## config.mk

```make
export PLATFORM = sky130hd
export DESIGN_NAME = sync_ss_sel
export DESIGN_NICKNAME = d
export VERILOG_FILES = /design/src/rtl/sync_ss_pkg.sv /design/src/rtl/sync_rate_meter.sv /design/src/rtl/sync_mode_ctrl.sv /design/src/rtl/spread_tri_gen.sv /design/src/rtl/sync_ss_sel.sv
export SDC_FILE = /design/constraint.sdc
export NUM_CORES = 1
export LEC_CHECK = 0
export BUFFER_PORTS_ARGS = -buffer_cell sky130_fd_sc_hd__buf_2
export CORE_ASPECT_RATIO = 1.1
export CORE_MARGIN = 3
export CORE_UTILIZATION = 50
export CTS_CLUSTER_SIZE = 28
export DETAILED_ROUTE_END_ITERATION = 7
export MAX_ROUTING_LAYER = met4
export PLACE_DENSITY = 0.76
export SYNTH_ARGS = -nofsm -noshare
export SYNTH_HDL_FRONTEND = slang
export SYNTH_SLANG_ARGS = --single-unit
```

## constraint.sdc

```tcl
create_clock -name clk_i -period 66.1 [get_ports clk_i]
set_clock_uncertainty 0.1 [all_clocks]
set_input_delay 0 -clock clk_i [delete_from_list [all_inputs] [get_ports clk_i]]
set_output_delay 0 -clock clk_i [all_outputs]
set_load 0.01 [all_outputs]
```

## src/rtl/sync_ss_pkg.sv

```systemverilog
package sync_ss_pkg;
  typedef enum logic [1:0] {
    ST_FIXED = 2'd0,
    ST_SPREAD = 2'd1,
    ST_EXT = 2'd2,
    ST_HOLD = 2'd3
  } sync_state_e;
endpackage

```

## src/rtl/sync_rate_meter.sv

```systemverilog
module sync_rate_meter #(
  parameter int WIN_CYC   = 2000,
  parameter int MIN_EDGES = 4,
  parameter int MAX_EDGES = 36
) (
  input  logic clk_i,
  input  logic rst_ni,
  input  logic sync_i,
  output logic level_o,
  output logic win_done_o,
  output logic win_ok_o
);
  localparam int WW = $clog2(WIN_CYC);
  localparam int EW = $clog2(MAX_EDGES + 2);
  localparam logic [EW-1:0] SAT = EW'(MAX_EDGES + 1);

  logic [2:0]    pin_q;
  logic [WW-1:0] win_cnt;
  logic [EW-1:0] edge_cnt;
  logic          rise, win_end;

  assign rise    = pin_q[1] & ~pin_q[2];
  assign win_end = (win_cnt == WW'(WIN_CYC - 1));
  assign level_o = pin_q[1];

  always_ff @(posedge clk_i or negedge rst_ni) begin
    if (!rst_ni) begin
      pin_q      <= '0;
      win_cnt    <= '0;
      edge_cnt   <= '0;
      win_done_o <= 1'b0;
      win_ok_o   <= 1'b0;
    end else begin
      pin_q      <= {pin_q[1:0], sync_i};
      win_done_o <= win_end;
      if (win_end) begin
        win_cnt  <= '0;
        edge_cnt <= rise ? EW'(1) : '0;
        win_ok_o <= (edge_cnt >= EW'(MIN_EDGES)) && (edge_cnt <= EW'(MAX_EDGES));
      end else begin
        win_cnt <= win_cnt + WW'(1);
        if (rise && edge_cnt != SAT) edge_cnt <= edge_cnt + EW'(1);
      end
    end
  end
endmodule

```

## src/rtl/sync_mode_ctrl.sv

```systemverilog
module sync_mode_ctrl
  import sync_ss_pkg::*;
#(
  parameter int HOLD_CYC = 32000
) (
  input  logic clk_i,
  input  logic rst_ni,
  input  logic level_i,
  input  logic win_done_i,
  input  logic win_ok_i,
  output logic ext_o,
  output logic spread_o
);
  localparam int HW = $clog2(HOLD_CYC + 1);

  sync_state_e   st_q, st_d;
  logic [HW-1:0] hold_cnt;
  logic          hold_end;

  assign hold_end = (hold_cnt == HW'(HOLD_CYC - 1));

  always_comb begin
    st_d = st_q;
    unique case (st_q)
      ST_FIXED, ST_SPREAD:
        if (win_done_i) st_d = win_ok_i ? ST_EXT : (level_i ? ST_SPREAD : ST_FIXED);
      ST_EXT:
        if (win_done_i && !win_ok_i) st_d = level_i ? ST_HOLD : ST_FIXED;
      ST_HOLD:
        if (win_done_i && win_ok_i) st_d = ST_EXT;
        else if (!level_i)          st_d = ST_FIXED;
        else if (hold_end)          st_d = ST_SPREAD;
      default: st_d = ST_FIXED;
    endcase
  end

  always_ff @(posedge clk_i or negedge rst_ni) begin
    if (!rst_ni) begin
      st_q     <= ST_FIXED;
      hold_cnt <= '0;
    end else begin
      st_q     <= st_d;
      hold_cnt <= (st_q == ST_HOLD && !hold_end) ? hold_cnt + HW'(1) : '0;
    end
  end

  assign ext_o    = (st_q == ST_EXT);
  assign spread_o = (st_q == ST_SPREAD);
endmodule

```

## src/rtl/spread_tri_gen.sv

```systemverilog
module spread_tri_gen #(
  parameter int PW      = 12,
  parameter int MOD_CYC = 125000,
  parameter int STEPS   = 100
) (
  input  logic                 clk_i,
  input  logic                 rst_ni,
  input  logic                 en_i,
  input  logic [PW-1:0]        period_i,
  output logic signed [PW-1:0] offset_o
);
  localparam int STEP_CYC = MOD_CYC / STEPS;
  localparam int SW       = $clog2(STEP_CYC + 1);
  localparam int PWD      = $clog2(STEPS);
  localparam int Q        = STEPS / 4;
  localparam int DEN      = 100 * Q;

  logic [SW-1:0]  step_cnt;
  logic [PWD-1:0] phase;
  logic           step_end, phase_end;
  int             tri_v, off_v;

  assign step_end  = (step_cnt == SW'(STEP_CYC - 1));
  assign phase_end = (phase == PWD'(STEPS - 1));

  always_comb begin
    if (int'(phase) <= Q)          tri_v = int'(phase);
    else if (int'(phase) <= 3 * Q) tri_v = 2 * Q - int'(phase);
    else                           tri_v = int'(phase) - 4 * Q;
    off_v = (int'(period_i) * 3 * tri_v) / DEN;
  end

  always_ff @(posedge clk_i or negedge rst_ni) begin
    if (!rst_ni) begin
      step_cnt <= '0;
      phase    <= '0;
      offset_o <= '0;
    end else if (!en_i) begin
      step_cnt <= '0;
      phase    <= '0;
      offset_o <= '0;
    end else begin
      offset_o <= PW'(off_v);
      if (step_end) begin
        step_cnt <= '0;
        phase    <= phase_end ? '0 : phase + PWD'(1);
      end else begin
        step_cnt <= step_cnt + SW'(1);
      end
    end
  end
endmodule

```

## src/rtl/sync_ss_sel.sv

```systemverilog
module sync_ss_sel #(
  parameter int PW        = 12,
  parameter int WIN_CYC   = 2000,
  parameter int MIN_EDGES = 4,
  parameter int MAX_EDGES = 36,
  parameter int HOLD_CYC  = 32000,
  parameter int MOD_CYC   = 125000,
  parameter int STEPS     = 100
) (
  input  logic                 clk_i,
  input  logic                 rst_ni,
  input  logic                 sync_i,
  input  logic [PW-1:0]        period_i,
  output logic                 ext_sync_o,
  output logic                 spread_en_o,
  output logic signed [PW-1:0] offset_o
);
  logic level_w, win_done_w, win_ok_w;

  sync_rate_meter #(
    .WIN_CYC(WIN_CYC), .MIN_EDGES(MIN_EDGES), .MAX_EDGES(MAX_EDGES)
  ) u_meter (
    .clk_i(clk_i), .rst_ni(rst_ni), .sync_i(sync_i),
    .level_o(level_w), .win_done_o(win_done_w), .win_ok_o(win_ok_w)
  );

  sync_mode_ctrl #(.HOLD_CYC(HOLD_CYC)) u_mode (
    .clk_i(clk_i), .rst_ni(rst_ni), .level_i(level_w),
    .win_done_i(win_done_w), .win_ok_i(win_ok_w),
    .ext_o(ext_sync_o), .spread_o(spread_en_o)
  );

  spread_tri_gen #(.PW(PW), .MOD_CYC(MOD_CYC), .STEPS(STEPS)) u_tri (
    .clk_i(clk_i), .rst_ni(rst_ni), .en_i(spread_en_o),
    .period_i(period_i), .offset_o(offset_o)
  );
endmodule

```

Word level (Yosys, flattened, before mapping). Cells that the tools add are included. Widths: inputs -> output; s select.

Register bits: 69. Logic and storage cells: 71. Output and inout port bits: 14.

Reduce and logical (&&, ||, !) cells: 11. Multipliers: 2. Mux-type cells: 22. Bitwise gates (word level): 2. $add $sub $neg: 7. Equality and inequality tests: 12. Divide/modulo/power cells: 1. Magnitude comparators: 4.

Operators with widths (number): $mux 32 (2); $mux 11 (3); $div 32x13->32 const B (1); $mul 32x32->32 (1); $add 11x1->11 const B (2); $eq 11x11->1 const B (2); $mux 7 (3); $add 15x1->15 const B (1); $eq 15x15->1 const B (1); $mux 15 (1); $mul 12x2->14 const B (1); $mux 2 (7); $mux 12 (1); $mux 6 (2); $sub 6x7->8 const A (1); $sub 7x7->8 const B (1); $add 7x1->7 const B (1); $eq 7x7->1 const B (1); $le 7x5->1 const B (1); $le 7x7->1 const B (1); $add 6x1->6 const B (1); $ge 6x3->1 const B (1); $le 6x6->1 const B (1); $ne 6x6->1 const B (1); other kinds (15) (23).

Longest topological paths before layout.
Depth after elaboration: 6. Gate-level depth with buffers: 101. Gate-level depth less buffers: 91.

Hierarchy. From an unflattened synthesis, not the netlist that was laid out.

Cells, all modules: 2131. Area, all modules: 17027.6 um^2.

Modules (own cells, without submodules): spread_tri_gen (instances 1, sequential area each 750.7 um^2, area each 15150.8 um^2, cells each 1952); sync_rate_meter (instances 1, sequential area each 550.5 um^2, area each 1033.5 um^2, cells each 95); sync_mode_ctrl (instances 1, sequential area each 425.4 um^2, area each 843.3 um^2, cells each 84).

Worst setup path after synthesis. OpenSTA, ideal clock, no wires.

Path kind: input -> register. Start point: input port period_i[1]. End point: register u_tri.offset_o[8]. Setup slack: 44974 ps. Stages: 89. Setup time: 129 ps. Path buffers: 3. Arrival: 20896 ps. Path through: ha_1 a21o_1 a21oi_1 o21bai_1 a21oi_1 o21bai_1 a21oi_1 o21bai_1 a21oi_1 inv_1 a21oi_1 nor2_1 nor2_1 xor2_1 nor2_1 ha_1 inv_1 fa_1 (+53 left out) o221ai_4 xor2_1 and4b_1 or3_1 o21ai_4 a21oi_4 o31ai_1 xnor2_1 and4b_1 or4b_1 a31oi_1 a21oi_1 nor2_1 ha_1 nand2_1 o31ai_1 xor2_1 nor2_1.

Longest elaborated chain between the ends: 4.

Ends and longest elaborated chain: from (decl) (RTL line sync_ss_sel.sv:13) `input logic [PW-1:0] period_i,`; $mul 12x2->14 (RTL line spread_tri_gen.sv:30) `off_v = (int'(period_i) * 3 * tri_v) / DEN;`; $mul 32x32->32 (RTL line spread_tri_gen.sv:30); $div 32x13->32 (RTL line spread_tri_gen.sv:30); $mux 12 (RTL line spread_tri_gen.sv:38) `end else if (!en_i) begin`; to (signal assigned) (RTL line spread_tri_gen.sv:43) `offset_o <= PW'(off_v);`; to (decl) (RTL line spread_tri_gen.sv:10) `output logic signed [PW-1:0] offset_o`.

Every way passes these cells. A chain may end at the register's enable or synchronous reset.

Worst setup path in the final report.
Start point: register u_tri.phase[0]. End point: register u_tri.offset_o[8].

Longest elaborated chain between the ends: 6.

Ends and longest elaborated chain: from (decl) (RTL line spread_tri_gen.sv:19) `logic [PWD-1:0] phase;`; from (signal assigned) (RTL line spread_tri_gen.sv:46) `phase <= phase_end ? '0 : phase + PWD'(1);`; $sub 7x7->8 (tied with other cells) (RTL line spread_tri_gen.sv:29) `else tri_v = int'(phase) - 4 * Q;`; $mux 32 (RTL line spread_tri_gen.sv:28) `else if (int'(phase) <= 3 * Q) tri_v = 2 * Q - int'(phase);`; $mux 32 * (RTL line spread_tri_gen.sv:27) `if (int'(phase) <= Q) tri_v = int'(phase);`; $mul 32x32->32 * (RTL line spread_tri_gen.sv:30); $div 32x13->32 * (RTL line spread_tri_gen.sv:30); $mux 12 * (RTL line spread_tri_gen.sv:38).

Every way passes the cells marked *; elsewhere a longest branch is shown, timed or not.

==> flow_metrics.env <==
export IMPL_synth_edf_count=0
export IMPL_stdcell_count=2512
export IMPL_path_class="reg -> reg"
export IMPL_wl_met2_um=20300
export IMPL_irDropWorstVdd_v=0.0000178
export IMPL_highest_layer="met4"
export IMPL_grt_usage_pct=22.6
export IMPL_synthTopCellsByArea="fa_1 (16%), dfrtp_1 (10%), ha_1 (6.7%), inv_1 (5.4%), nor2_1 (4.7%)"
export IMPL_ys_warn_count=0
export IMPL_crit_path_top_delay_cell="a211oi_1"
export IMPL_dr_pass1_iters=5
export IMPL_cts_buffers=9
export IMPL_hpwl_um=32200
export IMPL_max_freq_mhz=38.5
export IMPL_cts_tree="done"
export IMPL_drc=0
export IMPL_wire_per_inst_um=15.7
export IMPL_status="complete, no violations"
export IMPL_die_h_um=200
export IMPL_cp_end_kind="register"
export IMPL_max_clock_path_buffers=2
export IMPL_fin_ws_ps=40150
export IMPL_via_count=15300
export IMPL_n_fill_cell=3123
export IMPL_dieArea_mm2=0.0363
export IMPL_crit_fanout=16
export IMPL_cts_num_sinks=69
export IMPL_diodes=0
export IMPL_ios=29
export IMPL_yosysTopAreaCellShare_pct=15.6
export IMPL_synth_top_area_cell="fa_1"
export IMPL_async_reset_ff_share_pct=100
export IMPL_grt_pass1_wl_um=69500
export IMPL_rsz0062_at_grt="false"
export IMPL_timing_rr_end="u_tri.offset_o[8]$_DFF_PN0_"
export IMPL_relSlewSlack_pct=19.6
export IMPL_required_ps=66180
export IMPL_dp_slack_ps=40470
export IMPL_fin_hold_ws_ps=87.9
export IMPL_cts_setup_buffers=0
export IMPL_hold_viol=0
export IMPL_leakage_nw=8.09
export IMPL_placed_area_mm2=0.0174
export IMPL_core_area_mm2=0.0335
export IMPL_period_needed_ps=25950
export IMPL_synthDistinctLibCells=151
export IMPL_portBuffers=28
export IMPL_clock_tree_root_cell="clkbuf_16"
export IMPL_clk_pin_slew_worst_paths_ps=60
export IMPL_finalCritPeriodShare_pct=39.3
export IMPL_worst_setup_path_start_kind="register"
export IMPL_cpMostUsedCell="fa_1"
export IMPL_start_util_pct=50.9
export IMPL_area_delta_synth_final_pct=3.58
export IMPL_drt_total_wl_um=39500
export IMPL_grt_max_degree=47
export IMPL_avgViaCountPerCell=6.11
export IMPL_layout_common_cells="inv_1 (246), nor2_1 (215), nand2_1 (157)"
export IMPL_grt_pass1_vias=15300
export IMPL_hold_class="in -> async"
export IMPL_drt_initial_drc_count=1324
export IMPL_setup_tns_ps=0
export IMPL_cp_startpoint="u_tri.phase[0]$_DFFE_PN0P_"
export IMPL_nNetsFinal=2315
export IMPL_syn_avg_cell_area_um2=8.15
export IMPL_ys_seq_area_share_pct=10.1
export IMPL_ant_nets=0
export IMPL_tightest_slew_ps=1200
export IMPL_p_per_area_mw_per_mm2=5.70
export IMPL_final_util_pct=52.8
export IMPL_worstSkewPairLatency_ps=320
export IMPL_dp_cells=2495
export IMPL_drt_met1_wl_um=17000
export IMPL_antenna_found_initial=0
export IMPL_synth_area_mm2=0.0170
export IMPL_drive_above_1_share_pct=10.9
export IMPL_wl_met3_um=1460
export IMPL_r2r_setup_slack_ps=40150
export IMPL_power_total_uw=101
export IMPL_synth_fp_nets=2329
export IMPL_place_congestion=0.917
export IMPL_rr_startpoint="u_tri.phase[0]$_DFFE_PN0P_"
export IMPL_die_width_um=182
export IMPL_finalSetupViolations=0
export IMPL_rr_worst_depth=81
export IMPL_crit_path_end="u_tri.offset_o[8]$_DFF_PN0_"
export IMPL_rows=70
export IMPL_cpPeakStageDelay_ps=980
export IMPL_syn_instance_count=2090
export IMPL_crit_arrival_ps=26030
export IMPL_synthFlopType="dfrtp_1"
export IMPL_layout_commonest_cell="inv_1"
export IMPL_h_tree_depth=3
export IMPL_drv_cap=0
export IMPL_final_area_mm2=0.0177
export IMPL_ys_ff_latch=69
export IMPL_drv_slew=0
export IMPL_grt_overflow=0
-- cells in the mapped netlist, drive strengths merged (35+ instances only) --
library cell / n
o21ai: 91
nand3: 84
nor2: 218
ha: 91
xor2: 69
fa: 133
dfrtp: 69
mux2i: 35
nand2: 160
nor3: 45
xnor2: 95
inv: 246
and2: 37
a21oi: 106
-- critical path: cells and delay by family (launching register included) --
family                   cells  cell delay, ps
AO/OA/AOI/OAI               40           12370
AND/OR/NAND/NOR             18            4700
adder cells (fa/ha/maj)      9            4160
XOR/XNOR                     5            1700
multiplexers                 4            1540
flip-flops                   1             640
buffers and inverters        5             530
-- metal layers --
metal	vias up	global-route usage, %
li1	7352	-
met4	0	4.49
met5	-	-
met1	7491	27.5
met3	74	1.24
met2	431	41.7
-- kinds of logic (layout without fill, tap and decap cells) --
logic type	after synthesis	count (layout)	share of synthesized area, %
buf+inv	307	297	7.75
xor+xnor	164	164	9.07
fa+ha+maj	232	232	22.8
compound gates	517	517	24.2
mux	50	50	3.22
simple gates	751	751	22.8
flops	69	69	10.1
-- power by group --
part | internal, mW | switching [mW] | leakage [nW]
logic | 0.00459 | 0.00855 | 7.03
clock network | 0.0251 | 0.0169 | 0.125
registers | 0.0437 | 0.00176 | 0.934
-- layout make-up --
class                      count  area (um2)  area share, %
multi-input combinational   1714       14000           79.3
sequential                    69        1730           9.78
inverter                     247         927           5.25
tap                          432         541           3.06
clock buffer                  11         233           1.32
timing repair buffer          35         198           1.12
clock inverter                 4        26.3          0.149
-- flip-flops by register name (all words and copies together), names as in the netlist --
register,cells
u_mode.hold_cnt,15
u_tri.offset_o,12
u_meter.win_cnt,11
u_tri.step_cnt,11
u_tri.phase,7
u_meter.edge_cnt,6
u_meter.pin_q,3
u_mode.st_q,2
u_meter.win_done_o,1
u_meter.win_ok_o,1
-- how the worst min path moves through the flow --
stage | slack [ps] | endpoint | startpoint | cells after the start
2_1_floorplan | -400 | u_meter.edge_cnt[0]$_DFFE_PN0P_ | rst_ni | 0
3_3_place_gp | -100 | u_mode.hold_cnt[7]$_DFF_PN0_ | rst_ni | 1
3_5_place_dp | -90 | u_mode.hold_cnt[7]$_DFF_PN0_ | rst_ni | 1
4_1_cts | 100 | u_mode.hold_cnt[7]$_DFF_PN0_ | rst_ni | 2
5_1_grt | 140 | u_mode.hold_cnt[7]$_DFF_PN0_ | rst_ni | 2
6_report | 90 | u_mode.hold_cnt[5]$_DFF_PN0_ | rst_ni | 2
-- repair_timing --
| action | 4_1_cts | 5_1_grt |
|---|---|---|
| resized for setup | 0 | 0 |
| hold endpoints to repair | 24 | 0 |
| hold buffers | 2 | 0 |
(Power assumes the default switching activity.)
